==> src/rtl/fpc_pkg.sv <==
package fpc_pkg;
  typedef enum logic [1:0] {ST_IDLE, ST_FENCE, ST_PAUSE} fpc_state_e;

  localparam int          NUM_CLASS  = 4;
  localparam logic [6:0]  OPC_ORDER  = 7'b0001111;
  localparam logic [2:0]  F3_ORDER   = 3'b000;
  localparam logic [31:0] PAUSE_WORD = 32'h0100000F;
  localparam logic [3:0]  FM_PLAIN   = 4'b0000;
  localparam logic [3:0]  FM_TSO     = 4'b1000;
  localparam logic [3:0]  SET_ALL    = 4'b1111;

  localparam logic [1:0]  PRV_U = 2'b00;
  localparam logic [1:0]  PRV_S = 2'b01;
  localparam logic [1:0]  PRV_M = 2'b11;

  // class bit positions inside a predecessor set
  localparam int CL_IN  = 3;
  localparam int CL_OUT = 2;
  localparam int CL_RD  = 1;
  localparam int CL_WR  = 0;
endpackage

==> src/rtl/fpc_decode.sv <==
module fpc_decode
  import fpc_pkg::*;
(
  input  logic [31:0] word,
  output logic        is_order,
  output logic        is_pause,
  output logic [3:0]  pred_raw
);
  logic [3:0] fm;

  assign fm       = word[31:28];
  assign is_order = (word[6:0] == OPC_ORDER) && (word[14:12] == F3_ORDER);
  assign is_pause = (word == PAUSE_WORD);
  // unusual mode-field values are widened to the full set
  assign pred_raw = ((fm == FM_PLAIN) || (fm == FM_TSO)) ? word[27:24] : SET_ALL;

  always_comb begin
    if (is_pause) begin
      assert_pause_in_space_R9: assert (is_order && pred_raw == 4'b0001);
    end
  end
endmodule

==> src/rtl/fpc_promote.sv <==
module fpc_promote
  import fpc_pkg::*;
(
  input  logic [3:0] pred_in,
  input  logic [1:0] priv_lvl,
  input  logic       virt_on,
  input  logic       cfg_m_fiom,
  input  logic       cfg_s_fiom,
  input  logic       cfg_h_fiom,
  output logic [3:0] pred_out
);
  logic promote_en;

  always_comb begin
    promote_en = 1'b0;
    if (priv_lvl == PRV_S && !virt_on)                      promote_en = cfg_m_fiom;
    else if (priv_lvl == PRV_U && !virt_on)                 promote_en = cfg_m_fiom | cfg_s_fiom;
    else if ((priv_lvl == PRV_U || priv_lvl == PRV_S) && virt_on)
                                                            promote_en = cfg_m_fiom | cfg_h_fiom;
  end

  always_comb begin
    pred_out = pred_in;
    if (promote_en) begin
      pred_out[CL_RD] = pred_in[CL_RD] | pred_in[CL_IN];
      pred_out[CL_WR] = pred_in[CL_WR] | pred_in[CL_OUT];
    end
  end

  always_comb begin
    if (priv_lvl == PRV_M || priv_lvl == 2'b10) begin
      assert_machine_no_promote_R8: assert (pred_out == pred_in);
    end
  end
endmodule

==> src/rtl/fpc_busy.sv <==
module fpc_busy
  import fpc_pkg::*;
#(
  parameter int CNT_W = 4
) (
  input  logic [NUM_CLASS-1:0][CNT_W-1:0] cnt,
  input  logic [NUM_CLASS-1:0]            mask,
  output logic                            masked_busy,
  output logic                            any_busy
);
  logic [NUM_CLASS-1:0] nz;

  for (genvar i = 0; i < NUM_CLASS; i++) begin : g_class
    assign nz[i] = |cnt[i];
  end

  assign masked_busy = |(nz & mask);
  assign any_busy    = |nz;
endmodule

==> src/rtl/fence_pause_ctrl.sv <==
module fence_pause_ctrl
  import fpc_pkg::*;
#(
  parameter int CNT_W     = 4,
  parameter int PAUSE_MAX = 32
) (
  input  logic             clk,
  input  logic             rst,
  input  logic             instr_valid,
  input  logic [31:0]      instr_word,
  input  logic [1:0]       priv_lvl,
  input  logic             virt_on,
  input  logic             cfg_m_fiom,
  input  logic             cfg_s_fiom,
  input  logic             cfg_h_fiom,
  input  logic [CNT_W-1:0] pend_dev_in,
  input  logic [CNT_W-1:0] pend_dev_out,
  input  logic [CNT_W-1:0] pend_mem_rd,
  input  logic [CNT_W-1:0] pend_mem_wr,
  output logic             stall,
  output logic             done
);
  localparam int PW = $clog2(PAUSE_MAX + 1);
  localparam logic [PW-1:0] CAP = PW'(PAUSE_MAX);

  fpc_state_e                     st;
  logic [3:0]                     held_mask;
  logic [PW-1:0]                  pause_cnt;
  logic                           is_order, is_pause;
  logic [3:0]                     pred_raw, pred_eff, mask_sel;
  logic                           masked_busy, any_busy;
  logic [NUM_CLASS-1:0][CNT_W-1:0] cnt_vec;

  assign cnt_vec[CL_IN]  = pend_dev_in;
  assign cnt_vec[CL_OUT] = pend_dev_out;
  assign cnt_vec[CL_RD]  = pend_mem_rd;
  assign cnt_vec[CL_WR]  = pend_mem_wr;

  fpc_decode u_dec (
    .word(instr_word), .is_order(is_order), .is_pause(is_pause), .pred_raw(pred_raw)
  );

  fpc_promote u_prom (
    .pred_in(pred_raw), .priv_lvl(priv_lvl), .virt_on(virt_on),
    .cfg_m_fiom(cfg_m_fiom), .cfg_s_fiom(cfg_s_fiom), .cfg_h_fiom(cfg_h_fiom),
    .pred_out(pred_eff)
  );

  assign mask_sel = (st == ST_IDLE) ? pred_eff : held_mask;

  fpc_busy #(.CNT_W(CNT_W)) u_busy (
    .cnt(cnt_vec), .mask(mask_sel), .masked_busy(masked_busy), .any_busy(any_busy)
  );

  always_ff @(posedge clk) begin
    if (rst) begin
      st        <= ST_IDLE;
      stall     <= 1'b0;
      done      <= 1'b0;
      held_mask <= '0;
      pause_cnt <= '0;
    end else begin
      done <= 1'b0;
      unique case (st)
        ST_IDLE: begin
          if (instr_valid && is_order) begin
            if (is_pause) begin
              if (any_busy) begin
                st        <= ST_PAUSE;
                stall     <= 1'b1;
                pause_cnt <= PW'(1);
              end else begin
                done <= 1'b1;
              end
            end else begin
              held_mask <= pred_eff;
              if (masked_busy) begin
                st    <= ST_FENCE;
                stall <= 1'b1;
              end else begin
                done <= 1'b1;
              end
            end
          end
        end
        ST_FENCE: begin
          if (!masked_busy) begin
            st    <= ST_IDLE;
            stall <= 1'b0;
            done  <= 1'b1;
          end
        end
        ST_PAUSE: begin
          if (!any_busy || pause_cnt >= CAP) begin
            st    <= ST_IDLE;
            stall <= 1'b0;
            done  <= 1'b1;
          end else begin
            pause_cnt <= pause_cnt + PW'(1);
          end
        end
        default: st <= ST_IDLE;
      endcase
    end
  end

  assert_no_done_in_stall_R12: assert property (@(posedge clk) disable iff (rst)
    !(stall && done));

  assert_release_gives_done_R12: assert property (@(posedge clk) disable iff (rst)
    $fell(stall) |-> done);

  assert_fence_holds_R3: assert property (@(posedge clk) disable iff (rst)
    (st == ST_FENCE && masked_busy) |=> stall);

  assert_pause_cap_R10: assert property (@(posedge clk) disable iff (rst)
    (st == ST_PAUSE && pause_cnt >= CAP) |=> (!stall && done));
endmodule

==> config.mk <==
export PLATFORM = sky130hd
export DESIGN_NAME = fence_pause_ctrl
export DESIGN_NICKNAME = d
export VERILOG_FILES = /design/src/rtl/fpc_pkg.sv /design/src/rtl/fpc_decode.sv /design/src/rtl/fpc_promote.sv /design/src/rtl/fpc_busy.sv /design/src/rtl/fence_pause_ctrl.sv
export SDC_FILE = /design/constraint.sdc
export NUM_CORES = 1
export LEC_CHECK = 0
export BUFFER_PORTS_ARGS = -buffer_cell sky130_fd_sc_hd__buf_4
export CORE_AREA = 2 2 66 50
export DETAILED_ROUTE_END_ITERATION = 8
export DIE_AREA = 0 0 68 52
export PLACE_DENSITY = 0.79
export SLEW_MARGIN = 15
export SYNTH_ARGS = -nofsm -noshare
export SYNTH_HDL_FRONTEND = slang
export SYNTH_HIERARCHICAL = 1
export SYNTH_SLANG_ARGS = --single-unit
==> constraint.sdc <==
create_clock -name clk -period 2.7 [get_ports clk]
set_input_delay 0.135 -clock clk [delete_from_list [all_inputs] [get_ports clk]]
set_output_delay 0.135 -clock clk [all_outputs]
set_load 0.03 [all_outputs]
======== Yosys cells after proc, flatten, opt, wreduce, memory -nomap -nowiden ========
Cells that the tools add are included.
Widths: inputs -> output; s select.
word-level totals
  logic and storage cells ................. 84
  flip-flop bits (word level) ............. 14
cells by class
  add/subtract/negate cells ............... 1
  mux-type cells .......................... 31
  reductions and logical operators ........ 26
  bitwise operators ....................... 6
  equality and inequality tests ........... 14
  $lt $le $gt $ge ......................... 1
operators with widths
  operator              count
  $eq 32x25->1 const B  1
  $mux 6                4
  $reduce_or 4->1       5
  $reduce_or 16->1      1
  $mux 1                14
  $mux 2                7
  $pmux 6 s2            1
  $ne 2x2->1 const B    5
  $reduce_and 5->1      2
  $mux 4                2
  $eq 7x4->1 const B    1
  $add 6x1->6 const B   1
  $ge 6x6->1 const B    1
  $ne 3x3->1 const B    2
  $pmux 1 s3            2
  $pmux 2 s3            1
  $reduce_and 6->1      1
  $logic_and 1x1->1     5
  $and 4x4->4           1
  $eq 2x1->1 const B    2
  $eq 4x4->1 const B    1
  $logic_not 2->1       2
  $logic_not 4->1       1
  $or 1x1->1            4
  9 further kinds       12

======== Depth between registers and ports, before layout ========
  depth after elaboration ................. 14
  gate-level depth with buffers ........... 11
  gate-level depth less buffers ........... 11

======== Modules after synthesis ========
The synthesis kept the hierarchy.
modules (own cells, without submodules)
  module            cells each  instances  sequential area each (µm²)  area an instance (µm²)
  fence_pause_ctrl  93          1          280.3                       844.6
  fpc_decode        15          1          0.0                         118.9
  fpc_busy          10          1          0.0                         72.6
  fpc_promote       11          1          0.0                         71.3

======== Worst setup path before layout ========
Ideal clock, no wire load.
  kind .................................... register to register
  start point ............................. register st[0]
  end point ............................... register stall
  arrival ................................. 2389 ps
  slack ................................... 220 ps
  setup time .............................. 91 ps
  path buffers ............................ 1
  cell stages (with the launch flop) ...... 11
  clock period less this slack ............ 2480 ps
  path through ............................ dfxtp_1 -> inv_1 -> ha_1 -> clkbuf_1 -> mux2_2 -> o41ai_1 -> nand4_1 -> and2_1 -> a2111oi_4 -> a21oi_1 -> a311oi_1
between the ends
  longest elaborated chain between the ends .. 6
  elaborated cells between the ends (all ways) .. 14
  those cells by class .................... 7 x eq/ne; 2 x mux; 1 x bitwise; 4 x reduce/logical
RTL lines
  element                                             RTL line                source
  start, declared                                     fence_pause_ctrl.sv:26  fpc_state_e st;
  start signal, assigned                              fence_pause_ctrl.sv:57  st <= ST_IDLE;
  start signal, assigned                              fence_pause_ctrl.sv:69  st <= ST_PAUSE;
  start signal, assigned                              fence_pause_ctrl.sv:78  st <= ST_FENCE;
  $logic_not 2->1 *                                   fence_pause_ctrl.sv:49  assign mask_sel = (st == ST_IDLE) ? pred_eff : held_mask;
  $mux 4 *                                            fence_pause_ctrl.sv:49
  net mask_sel[3]                                     fence_pause_ctrl.sv:30  logic [3:0] pred_raw, pred_eff, mask_sel;
  $and 4x4->4 *                                       fpc_busy.sv:17          assign masked_busy = |(nz & mask);
  $reduce_or 4->1 *                                   fpc_busy.sv:17
  net masked_busy                                     fence_pause_ctrl.sv:31  logic masked_busy, any_busy;
  $ne 3x3->1 (no line) or $ne 2x2->1 (tied branches)  --
  $reduce_and 6->1 (no line) *                        --
  end signal, assigned                                fence_pause_ctrl.sv:58  stall <= 1'b0;
  end signal, assigned                                fence_pause_ctrl.sv:70  stall <= 1'b1;
  end signal, assigned                                fence_pause_ctrl.sv:79  stall <= 1'b1;
  end, declared                                       fence_pause_ctrl.sv:20  output logic stall,
Mark *: on every way through the listed nets, which the timed path passes. The rest lies on a longest branch.
A chain may end at the register's enable or synchronous reset.

======== Final worst setup path ========
Same ends and word-level chain as after synthesis.

==> run metrics <==
vias in the first global route=1171; CP max stage cell=a2111oi_4; peak supply drop=0.218 mV; drt initial violations=56; Final setup viols=0; Mapped Area=1110 um^2; die width=68 um; Commonest cells post-synth=dfxtp_1 (14), inv_1 (9), nor2_1 (9); FP Rows=17; RePlAce Congestion=0.804; PD cells=306 nW/um^2; CTS buffer count=3; run status=complete, no violations; number of H-tree levels=1; family with the most delay on the worst path=compound AO/OA/AOI/OAI gates; pre-CTS setup slack=-0.0301 ns; Port Buffers=between 50 and 60; die area=3540 um^2; post_cts resized=0; DPL Wire Length=2.64 mm; R2R cell count=9; Hold WC Path Type=in -> reg; Synth Instances=129; Clk Latency, worst-skew pair=0.24 ns; n_diodes=0; crit share post-route=90.1%; fmax=411 MHz; first-pass GRT wire length=between 4 and 5 mm; CP Class=reg -> reg; largest net degree at the start of global routing=13; DRC=0; Post-CTS Setup Inserts=0; Core Region=about 3000 um^2; synthesized area per cell=8.58 um^2; Netlist cell types=42; ys async rst share=0%; Req. time, crit path=about 2.9 ns; post-place instance area=1570 um^2; initial antenna violation count=0; Clock Sinks=14; Buf/Inv on CP=1; DRT Pass-1 Iters=4; static leakage=0.699 nW; setup ws final=0.267 ns; Post-CTS Hold Buffers=0; WL per Instance=14.1 um; layout cells sized above 1=41.0%; number of I/O pins=59; total track usage=18.3%; Clock Skew=0.000981 ns; Longest Clk Path Bufs=2; post-synthesis sequential area ratio=about 25%; cell taking the most area after synthesis=dfxtp_1; final net count=252; Vias=1246; Max FO, Critical Path=5; DRT antenna net count=0; die height=52 um; Final Instance Area=1630 um^2; TNS Setup=0 ns; final hold viol count=0; #FFs+latches synth=14; top post-synthesis cells by area=dfxtp_1 (25%), ha_1 (6.8%), mux2i_1 (4.5%); CP Cell Sequence=inv_1, ha_1, mux2_2, o41ai_1, nand4_1, and2_1, a2111oi_4, a21oi_1, a311oi_1; most frequent cell after synthesis=dfxtp_1; min Tclk post-route=2.43 ns; max incr delay on CP=0.40 ns; Worst slew margin=67.1%; WP depth=9; WHS Path Cells=2; final global-route overflow total=0; Fillers=252; clock root buffer=clkbuf_8; CTS tree=yes; DRT Wirelength=3.19 mm; Initial Util=between 30% and 40%; area delta synth->final=47.6%; Total Power=499 uW; Synth Flop Type=dfxtp_1; EDFF count, synth=0; RSZ-0062 raised after global routing=no; post-synth top area share=25.3%; Clock transition at path regs=around 0.060 ns; fin util=between 50% and 60%; CP Launch Type=register; crit path DAT=around 2.6 ns; Worst setup EP type=register; yosys warns=6; Via density=5.51; Syn Nets=192; Slew @ Worst Pin=0.481 ns; Max Transition Viols Final=0; Max-cap violations=0
==> cell families after synthesis <==
logic type	count (synthesis)	synth area share (%)
fa+ha+maj	6	6.78
mux	9	8.59
compound gates	32	22.6
flops	14	25.3
simple gates	53	30.2
buf+inv	15	6.55
==> cell usage in the layout (no fill, tap or decap), types with 5 or more instances in the layout <==
cell / count
buf_4: 61
nor2_1: 9
inv_1: 9
dfxtp_1: 14
nand4_1: 6
nor4_1: 7
nand2_1: 6
a21oi_1: 7
mux2i_1: 5
ha_1: 6
nand2b_1: 6
==> cell type report <==
type / count / area (um^2) / area share (%)
sequential: 14 / 280 / 17.2
inverter: 9 / 33.8 / 2.07
tap: 38 / 47.5 / 2.91
clock buffer: 4 / 55.1 / 3.37
timing repair buffer: 61 / 458 / 28.0
multi-input combinational: 100 / 759 / 46.5
==> worst reg2reg max path, delay by kind of cell (launching register included) <==
kind | cells | cell delay, ns
AOI/OAI and AO/OA | 4 | 0.86
and+or+nand+nor | 2 | 0.40
muxes | 1 | 0.39
DFF | 1 | 0.33
adders and majority gates | 1 | 0.28
buffers and inverters | 1 | 0.10
==> routing by layer <==
layer  global-route usage, %  share of wire, %  vias to the layer above
li1                        -                 -                      621
met1                    22.1                41                      573
met2                    32.8                51                       46
met3                    4.33               6.6                        6
met4                    3.67               1.3                        0
met5                       0                 0                        -
==> sequential cells by signal, indices dropped and copies added, names as in the netlist <==
signal / cells
pause_cnt: 6
held_mask: 4
st: 2
done: 1
stall: 1
==> per-stage QoR <==
| stage | hold slack, ns | cells |
|---|---|---|
| floorplan | 0.319 | 129 |
| global placement | 0.394 | 222 |
| detailed placement | 0.397 | 222 |
| CTS | 0.138 | 226 |
| global route | 0.149 | 226 |
| finish | 0.135 | 226 |
==> report_power, final <==
group	total, mW	switching [mW]	internal (mW)	leakage (nW)
combinational	0.0896	0.0288	0.0609	0.557
sequential	0.207	0.0000624	0.207	0.113
clock	0.203	0.0738	0.129	0.0288
total	0.499	0.103	0.397	0.699
==> final timing paths <==
| kind | slack, ns | endpoint | startpoint |
|---|---|---|---|
| worst max-delay path | 0.27 | stall$_SDFFE_PP0P_ | st[0]$_SDFFE_PP0P_ |
| worst min-delay path | 0.14 | held_mask[1]$_SDFFE_PP0P_ | rst |
| worst max register to register | 0.27 | stall$_SDFFE_PP0P_ | st[0]$_SDFFE_PP0P_ |
| worst min register to register | 0.49 | pause_cnt[4]$_SDFFE_PP0P_ | pause_cnt[4]$_SDFFE_PP0P_ |
(Power assumes the default switching activity.)
